<file path="src/rtl/syn_cond_pkg.sv">
package syn_cond_pkg;
  localparam int unsigned DEF_COND_W  = 16;
  localparam int unsigned DEF_WGT_W   = 8;
  localparam int unsigned DEF_IVL_W   = 16;
  localparam int unsigned DEF_DECAY_SH = 6;

  // Kind of update applied at an edge, exported for the checker
  typedef enum logic [1:0] {
    UPD_HOLD  = 2'b00,
    UPD_ADD   = 2'b01,
    UPD_DECAY = 2'b10,
    UPD_BOTH  = 2'b11
  } upd_kind_e;
endpackage

</file>
<file path="src/rtl/decay_timer.sv">
module decay_timer #(
  parameter int unsigned IVL_W = 16
) (
  input  logic             clk_i,
  input  logic             rst_i,
  input  logic [IVL_W-1:0] ivl_i,
  output logic             tick_o,
  output logic [IVL_W-1:0] cnt_o
);
  logic [IVL_W-1:0] cnt_q;

  // >= rather than == so a lowered interval never strands the counter
  assign tick_o = (cnt_q >= ivl_i);
  assign cnt_o  = cnt_q;

  always_ff @(posedge clk_i) begin
    if (rst_i)       cnt_q <= '0;
    else if (tick_o) cnt_q <= '0;
    else             cnt_q <= cnt_q + 1'b1;
  end
endmodule

</file>
<file path="src/rtl/cond_update.sv">
module cond_update #(
  parameter int unsigned COND_W   = 16,
  parameter int unsigned WGT_W    = 8,
  parameter int unsigned DECAY_SH = 6
) (
  input  logic [COND_W-1:0] cur_i,
  input  logic              add_en_i,
  input  logic [WGT_W-1:0]  wgt_i,
  input  logic              decay_en_i,
  output logic [COND_W-1:0] nxt_o,
  output syn_cond_pkg::upd_kind_e kind_o
);
  localparam int unsigned SUM_W = COND_W + 1;
  localparam logic [COND_W-1:0] MAXV = {COND_W{1'b1}};

  function automatic logic [COND_W-1:0] leak(input logic [COND_W-1:0] v);
    return v - (v >> DECAY_SH);
  endfunction

  function automatic logic [COND_W-1:0] sat_add(input logic [COND_W-1:0] v,
                                                input logic [WGT_W-1:0] w);
    logic [SUM_W-1:0] s;
    s = {1'b0, v} + SUM_W'(w);
    return s[COND_W] ? MAXV : s[COND_W-1:0];
  endfunction

  logic [COND_W-1:0] base;

  always_comb begin
    base   = decay_en_i ? leak(cur_i) : cur_i;
    nxt_o  = add_en_i ? sat_add(base, wgt_i) : base;
    kind_o = syn_cond_pkg::upd_kind_e'({decay_en_i, add_en_i});
  end
endmodule

</file>
<file path="src/rtl/syn_cond_trace.sv">
module syn_cond_trace
  import syn_cond_pkg::*;
#(
  parameter int unsigned COND_W   = DEF_COND_W,
  parameter int unsigned WGT_W    = DEF_WGT_W,
  parameter int unsigned IVL_W    = DEF_IVL_W,
  parameter int unsigned DECAY_SH = DEF_DECAY_SH
) (
  input  logic              clk_i,
  input  logic              rst_i,
  input  logic              spike_vld_i,
  input  logic [WGT_W-1:0]  spike_wgt_i,
  input  logic [IVL_W-1:0]  decay_ivl_i,
  output logic [COND_W-1:0] cond_o
);
  logic              decay_tick;
  logic [IVL_W-1:0]  ivl_cnt;
  logic [COND_W-1:0] cond_q;
  logic [COND_W-1:0] cond_nxt;
  upd_kind_e         upd_kind;

  decay_timer #(.IVL_W(IVL_W)) u_timer (
    .clk_i  (clk_i),
    .rst_i  (rst_i),
    .ivl_i  (decay_ivl_i),
    .tick_o (decay_tick),
    .cnt_o  (ivl_cnt)
  );

  cond_update #(.COND_W(COND_W), .WGT_W(WGT_W), .DECAY_SH(DECAY_SH)) u_upd (
    .cur_i      (cond_q),
    .add_en_i   (spike_vld_i),
    .wgt_i      (spike_wgt_i),
    .decay_en_i (decay_tick),
    .nxt_o      (cond_nxt),
    .kind_o     (upd_kind)
  );

  always_ff @(posedge clk_i) begin
    if (rst_i) cond_q <= '0;
    else       cond_q <= cond_nxt;
  end

  assign cond_o = cond_q;
endmodule

</file>
<file path="config.mk">
export PLATFORM = sky130hd
export DESIGN_NAME = syn_cond_trace
export DESIGN_NICKNAME = d
export VERILOG_FILES = /design/src/rtl/syn_cond_pkg.sv /design/src/rtl/decay_timer.sv /design/src/rtl/cond_update.sv /design/src/rtl/syn_cond_trace.sv
export SDC_FILE = /design/constraint.sdc
export NUM_CORES = 1
export LEC_CHECK = 0
export ABC_AREA = 1
export BUFFER_PORTS_ARGS = -buffer_cell sky130_fd_sc_hd__clkbuf_2
export CAP_MARGIN = 20
export CORE_MARGIN = 2
export CORE_UTILIZATION = 60
export DETAILED_ROUTE_END_ITERATION = 8
export MAX_ROUTING_LAYER = met4
export PLACE_DENSITY = 0.87
export SLEW_MARGIN = 20
export SYNTH_ARGS = -nofsm -noshare
export SYNTH_HDL_FRONTEND = slang
export SYNTH_SLANG_ARGS = --single-unit
</file>
<file path="constraint.sdc">
create_clock -name clk_i -period 7.2 [get_ports clk_i]
set_input_delay 0.72 -clock clk_i [delete_from_list [all_inputs] [get_ports clk_i]]
set_output_delay 0.72 -clock clk_i [all_outputs]
set_load 0.01 [all_outputs]
</file>
==> results of run 1 <==
[sequential cells by signal, indices dropped and copies added (netlist names)]
signal / flops
u_timer.cnt_o: 16
cond_o: 16
[placed cells by master, fill, tap and decap left out, drive strengths merged, types with 2 or more instances in the layout]
cell    netlist  final
a21oi        34     34
clkbuf        2     47
dfxtp        32     32
fa            2      2
ha           35     35
inv          90     90
nand2       156    156
nand3        39     39
nand4         9      9
nor2         51     51
nor3          6      6
nor3b         3      3
o21a          4      4
o21ai        19     19
o21bai        2      2
or2           2      2
xnor2         4      4
xor2         13     13
[layer usage]
layer	track usage	vias up	part of all wire
met5	-	-	0
met4	0.06607	0	0.0098
met3	0.03837	6	0.067
met2	0.4172	111	0.45
met1	0.3504	1409	0.47
li1	-	1715	-
[through the flow]
stage / std cells / setup WS, ps / hold WS [ps]
global route: 628 / 2746 / 501.9
global placement: 620 / 2969 / 447.1
finish: 628 / 3136 / 471.2
CTS: 628 / 3123 / 474.6
floorplan: 515 / 3440 / 429.7
detailed placement: 620 / 2883 / 458.7
[power breakdown]
group          switching (µW)  internal [µW]  total (µW)
sequential               7.67            185         192
combinational             152           91.3         244
clock                    68.3            102         171
[final timing paths]
path                      endpoint  cells after the start
setup / recovery        cond_o[14]                     21
hold / removal    u_timer.cnt_o[0]                      1
hold reg to reg   u_timer.cnt_o[0]                      1
setup reg to reg        cond_o[14]                     19
[logic make-up (layout without fill, tap and decap cells)]
logic type	count (synthesis)	count (layout)
buffers and inverters	97	140
XOR/XNOR	17	17
multiplexers	1	1
AND/OR/NAND/NOR	269	269
flip-flops	32	32
AO/OA/AOI/OAI	62	62
adder cells (fa/ha/maj)	37	37
[cell type report]
class / instances / area [µm²] / share of cell area
Inverter: 90 / 337.8 / 0.09326
Tap cell: 70 / 87.58 / 0.02418
Multi-Input combinational cell: 386 / 2235 / 0.6169
Timing Repair Buffer: 42 / 210.2 / 0.05803
Sequential cell: 32 / 640.6 / 0.1769
Clock inverter: 3 / 42.54 / 0.01174
Clock buffer: 5 / 68.82 / 0.01900
==> key figures, run 1 <==
Run status
  • Outcome: completed

Global route
  • First-pass GRT wire length: ~13000 µm
  • Initial antenna violation count: 0
  • Total gr overflow: 0
  • Total track usage: 0.2622
  • Vias in the first global route: between 2k and 3k
  • Largest net degree at the start of global routing: 18

Drt
  • Initial drt markers: 182
  • Routed WL per cell: 11.87 µm
  • Pre-Repair DR Iteration Count: 8
  • Vias per cell: 5.161
  • Antenna Nets Post-Route: 0
  • Routed WL: 7457 µm
  • Via count: 3241
  • DRC: 0

STA
  • Final period util: 0.5644
  • Final Hold Fails: 0
  • Final Skew: 7.051 ps
  • Max Fclk: 246.1 MHz
  • Normalized max-slew margin: 0.6132
  • Final setup fails: 0
  • Worst slew pin tran: 578.8 ps
  • Max-slew violations: 0
  • RSZ-0062 raised after global routing: no
  • Setup TNS: 0 ps
  • Tmin final: 4064 ps

Die
  • Starting Density: 0.6284
  • Die span in x: roughly 78 µm
  • Die area: 6023 µm²
  • Core Area: 5172 µm²
  • Ports: 43
  • Site Rows: 26
  • Die height: roughly 78 µm

Synthesis
  • Post-Syn Area: around 3300 µm²
  • Top cells by area, synth: dfxtp_1, nand2_1, ha_1, inv_1, nand3_1
  • Post-synth EDFFs: 0
  • Xor-xnor portion of the synthesized cell area: 0.04580
  • Most numerous cell in the Yosys netlist: nand2_1
  • Synth Register Bits: 32
  • Cells after Synth: between 500 and 600
  • Synth Flop Type: dfxtp_1
  • Synth Net Count: 579
  • Synth cell types: 39
  • Adder-cell share of the synthesized area: 0.1470
  • Multiplexer share of the synthesized area: 0.003079
  • Largest family of logic cells by synthesized area: simple AND/OR/NAND/NOR gates
  • Syn_area_per_cell: 6.312 µm²
  • Synth top area share: 0.1971
  • Syn. warnings: 0
  • Complex-gate fraction of the synthesized area: 0.1193
  • Asr flop ratio synth: 0
  • Seq/Total Area, Yosys: 0.1971
  • Simple-gate share of the synthesized area: 0.3722
  • Post-synth top area cell: dfxtp_1
  • Post-synth top cells: nand2_1, inv_1, nor2_1, nand3_1, ha_1

Critical path
  • Reg2reg setup slack: around 3300 ps
  • Crit-path leading delay family: simple AND/OR/NAND/NOR gates
  • Max incr delay on CP: roughly 400 ps
  • Worst path cell trace: clkbuf_2 -> inv_1 -> ha_1 -> nand4_1 -> nor3_1 -> nand2_2 -> nand2_4 -> inv_2 -> o21ai_0 -> ha_1 -> inv_1 -> fa_1 -> o21ai_1 -> nand2_1 -> nand3_1 -> nand2_1 -> nor2_1 -> nand2_1 -> nor2_4 -> nand3_4 -> a21oi_1
  • Worst path required time: 7410 ps
  • Crit path top cell by count: nand2_1
  • Crit-path max FO: 17
  • Worst path slowest cell: fa_1
  • Worst R2R Start: u_timer.cnt_o[13]
  • Startpoint types: input pin
  • Crit path launch: decay_ivl_i[15]
  • Worst endpoint data arrival time: about 4300 ps
  • Buf/Inv on CP: 4
  • Critical path type: input pin to register
  • CP endpoint kind: register

Clock tree
  • Clock sink count: 32
  • Total CTS buffers: 5
  • Post-CTS setup buffers: 0
  • Clock Tree Root: clkbuf_8
  • CTS tree: done
  • Hold_buf cts: 0
  • CTS resizes: 0
  • Htree depth: 2
  • Clock slew at reported path FFs: roughly 70 ps
  • Max Root-Sink Buffers: 2
  • Clock Latency Late Sink: 280 ps

Place
  • Gpl congestion: approximately 0.9
  • Post-Place Cell Area: 3511 µm²
  • DP HPWL: 6191 µm
  • PortBufs: 42

Power
  • VDD IR-drop max: 0.1065 mV
  • Total Power: 606.3 µW
  • PwrDens: between 150 and 200 nW/µm²
  • Pleak: 0.001915 µW

Finish
  • # diodes: 0
  • Fill cells: 464
  • P&R area growth vs syn: 11.43%
  • Post-layout util: 0.7003
  • Nets: 621
  • Layout cell share with drive strength beyond 1: 0.1774
  • Finished Cell Area: 3622 µm²

Min path
  • HP Start: u_timer.cnt_o[0]
  • Worst hold path type: register to register

Job
  • Max Cap Viol: 0
No activity file was read; power rests on OpenSTA's default activity.
==> run 2, diff against run 1 <==
CORE_UTILIZATION = 53   (was 60)
PLACE_DENSITY = 0.82   (was 0.87)
clock period = 3.4 ns   (was 7.2 ns; I/O delays follow)
==> key figures, run 2 (synthesized netlist as in run 1, its figures left out) <==
Run status
  • Outcome: complete, but fails checks
  • Failing checks: negative setup slack

Critical path
  • Setup crit end: cond_o[14]
  • Worst path required time: 3620 ps (-3790 ps)
  • Worst path slowest cell: xnor2_1
  • Crit path top cell by count: nand2_1
  • Reg2reg setup slack: -110 ps (-3440 ps)
  • Startpoint types: register
  • Max incr delay on CP: 400 ps (about the same)
  • CP endpoint kind: register
  • Worst endpoint data arrival time: 3740 ps (-530 ps)
  • Crit path launch: cond_o[8]
  • Critical path type: register to register
  • Reg2Reg Depth: 19 (unchanged)
  • Crit-path max FO: 6 (-11)
  • Worst R2R Start: cond_o[8]
  • Worst path cell trace: inv_1 -> ha_1 -> nand2_1 -> nand3_1 -> buf_4 -> xnor2_1 -> o21ai_4 -> ha_4 -> nand2_1 -> o21ai_2 -> nand2_1 -> nand3_2 -> nand2_2 -> nand3b_1 -> nor2_1 -> nand3_1 -> nand2_1 -> nand2_1 -> a21oi_1
  • Reg2reg end: cond_o[14]

Power
  • Total Power: 1504 µW (+150%)
  • VDD IR-drop max: 0.2693 mV (+150%)
  • Pleak: 0.002154 µW (+12%)
  • PwrDens: 354.2 nW/µm² (+110%)

Global route
  • Vias in the first global route: 3323 (+16%)
  • Total track usage: 0.2833 (+0.02117)
  • Met3 usage: 0.03804 (-0.0003286)
  • Initial antenna violation count: 0 (unchanged)
  • M1 GR Usage: 0.3251 (-0.02525)
  • Most Crowded Layer GR: met2
  • First-pass GRT wire length: 14400 µm (+15%)
  • Largest net degree at the start of global routing: 17 (-1)
  • Met2 Use GR: 0.4952 (+0.07792)
  • Total gr overflow: 0 (unchanged)

Clock tree
  • Clock Tree Root: clkbuf_8
  • Clock Latency Late Sink: 290 ps (about the same)
  • Clock slew at reported path FFs: 70 ps (about the same)
  • CTS tree: done
  • Htree depth: 2 (unchanged)
  • Clock sink count: 32 (unchanged)
  • Max Root-Sink Buffers: 2 (unchanged)
  • Total CTS buffers: 5 (unchanged)

Drt
  • Vias per cell: 5.772 (+12%)
  • Routed WL: 10960 µm (+47%)
  • Via count: 3902 (+20%)
  • Antenna Nets Post-Route: 0 (unchanged)
  • Pre-Repair DR Iteration Count: 6 (-2)
  • Initial drt markers: 497 (+170%)
  • DRC: 0 (unchanged)
  • Routed WL per cell: 16.21 µm (+36%)

Finish
  • Most common cell after layout, fill and taps aside: nand2_1
  • # diodes: 0 (unchanged)
  • P&R area growth vs syn: 30.60%
  • Post-layout util: 0.7170 (+0.01674)
  • Most frequent cells in the layout: nand2_1, inv_1, nor2_1
  • Layout cell share with drive strength beyond 1: 0.3195 (+0.1420)
  • Nets: 664 (+6.9%)

STA
  • Final Skew: 2.840 ps (-4.210 ps)
  • Final setup fails: 13 (+13)
  • Max Fclk: 284.7 MHz
  • Tmin final: 3513 ps
  • Max-slew violations: 0 (unchanged)
  • Setup TNS: -683.9 ps (-683.9 ps)
  • Final Hold Fails: 0 (unchanged)
  • Worst slew pin tran: 570.4 ps (-8.369 ps)
  • Final period util: 1.033
  • PnR worst setup slack: -112.7 ps (-3249 ps)
  • Normalized max-slew margin: 0.6188 (+0.005593)

Place
  • PortBufs: 42 (unchanged)
  • DP HPWL: 6722 µm (+8.6%)
  • Dpl ws: -246.4 ps (-3130 ps)
  • Gpl congestion: 0.9289 (+2.0%)

Die
  • Ports: 43 (unchanged)
  • Die height: 82.32 µm (+6.1%)
  • Die span in x: 82.32 µm (+6.1%)
  • Core Area: 5921 µm² (+14%)
  • Site Rows: 28 (+7.7%)
  • Die area: 6776 µm² (+13%)
  • Starting Density: 0.5490 (-0.07942)

Min path
  • Worst hold path type: register to register

Job
  • Max Cap Viol: 0 (unchanged)
-- run 2: cell type report --
| class | count | area, µm² |
|---|---|---|
| Clock buffer | 7 | 96.34 |
| Sequential cell | 32 | 661.9 |
| Tap cell | 75 | 93.84 |
| Inverter | 90 | 340.3 |
| Multi-Input combinational cell | 387 | 2494 |
| Clock inverter | 1 | 30.03 |
| Timing Repair Buffer | 84 | 529.3 |
| Fill cell | 440 | 1675 |
-- run 2: how the worst min path moves through the flow --
stage                       from                 to  slack (ps)  cells after the start
6_report        u_timer.cnt_o[7]   u_timer.cnt_o[7]         510                      2
5_1_grt        u_timer.cnt_o[12]  u_timer.cnt_o[12]         520                      2
4_1_cts                    rst_i          cond_o[2]         470                      2
3_5_place_dp    u_timer.cnt_o[5]   u_timer.cnt_o[5]         500                      2
3_3_place_gp   u_timer.cnt_o[12]  u_timer.cnt_o[12]         490                      2
2_1_floorplan   u_timer.cnt_o[0]   u_timer.cnt_o[0]         430                      1
-- run 2: worst max-delay path, delay by kind of cell, from the launching register on --
kind	cells	cell delay [ps]
simple gates	11	1330
xor+xnor	1	400
buf+inv	2	250
flops	1	340
fa+ha+maj	2	710
compound gates	3	410
-- run 2: per-stage QoR --
| stage | instance area (µm²) | hold slack (ps) | cells |
|---|---|---|---|
| 6_report | 4245 | 505.6 | 676 |
| 5_1_grt | 4245 | 517.6 | 676 |
| 4_1_cts | 3969 | 469.4 | 669 |
| 3_5_place_dp | 3712 | 498.6 | 651 |
| 3_3_place_gp | 3712 | 492.7 | 651 |
| 2_1_floorplan | 3251 | 429.7 | 515 |
-- run 2: power breakdown --
group          internal, µW  leakage [µW]  total [µW]  switching [µW]
combinational           273       0.00182         683             410
clock                   259     0.0000645         412             153
sequential              390      0.000267         409            18.2
-- run 2: timing repair --
action | CTS | global route
endpoints found under the hold margin | 0 | 0
endpoints found under the setup margin | 15 | 16
cloned | 1 | 0
hold buffers | 0 | 0
pin swaps | 13 | 22
buffers inserted | 9 | 7
resized for setup | 12 | 53
-- run 2: metal layers --
layer | wire [µm] | vias up
li1 | - | 1802
met1 | 4033 | 1756
met2 | 5331 | 252
met3 | 923 | 92
met4 | 666 | 0
met5 | 0 | -
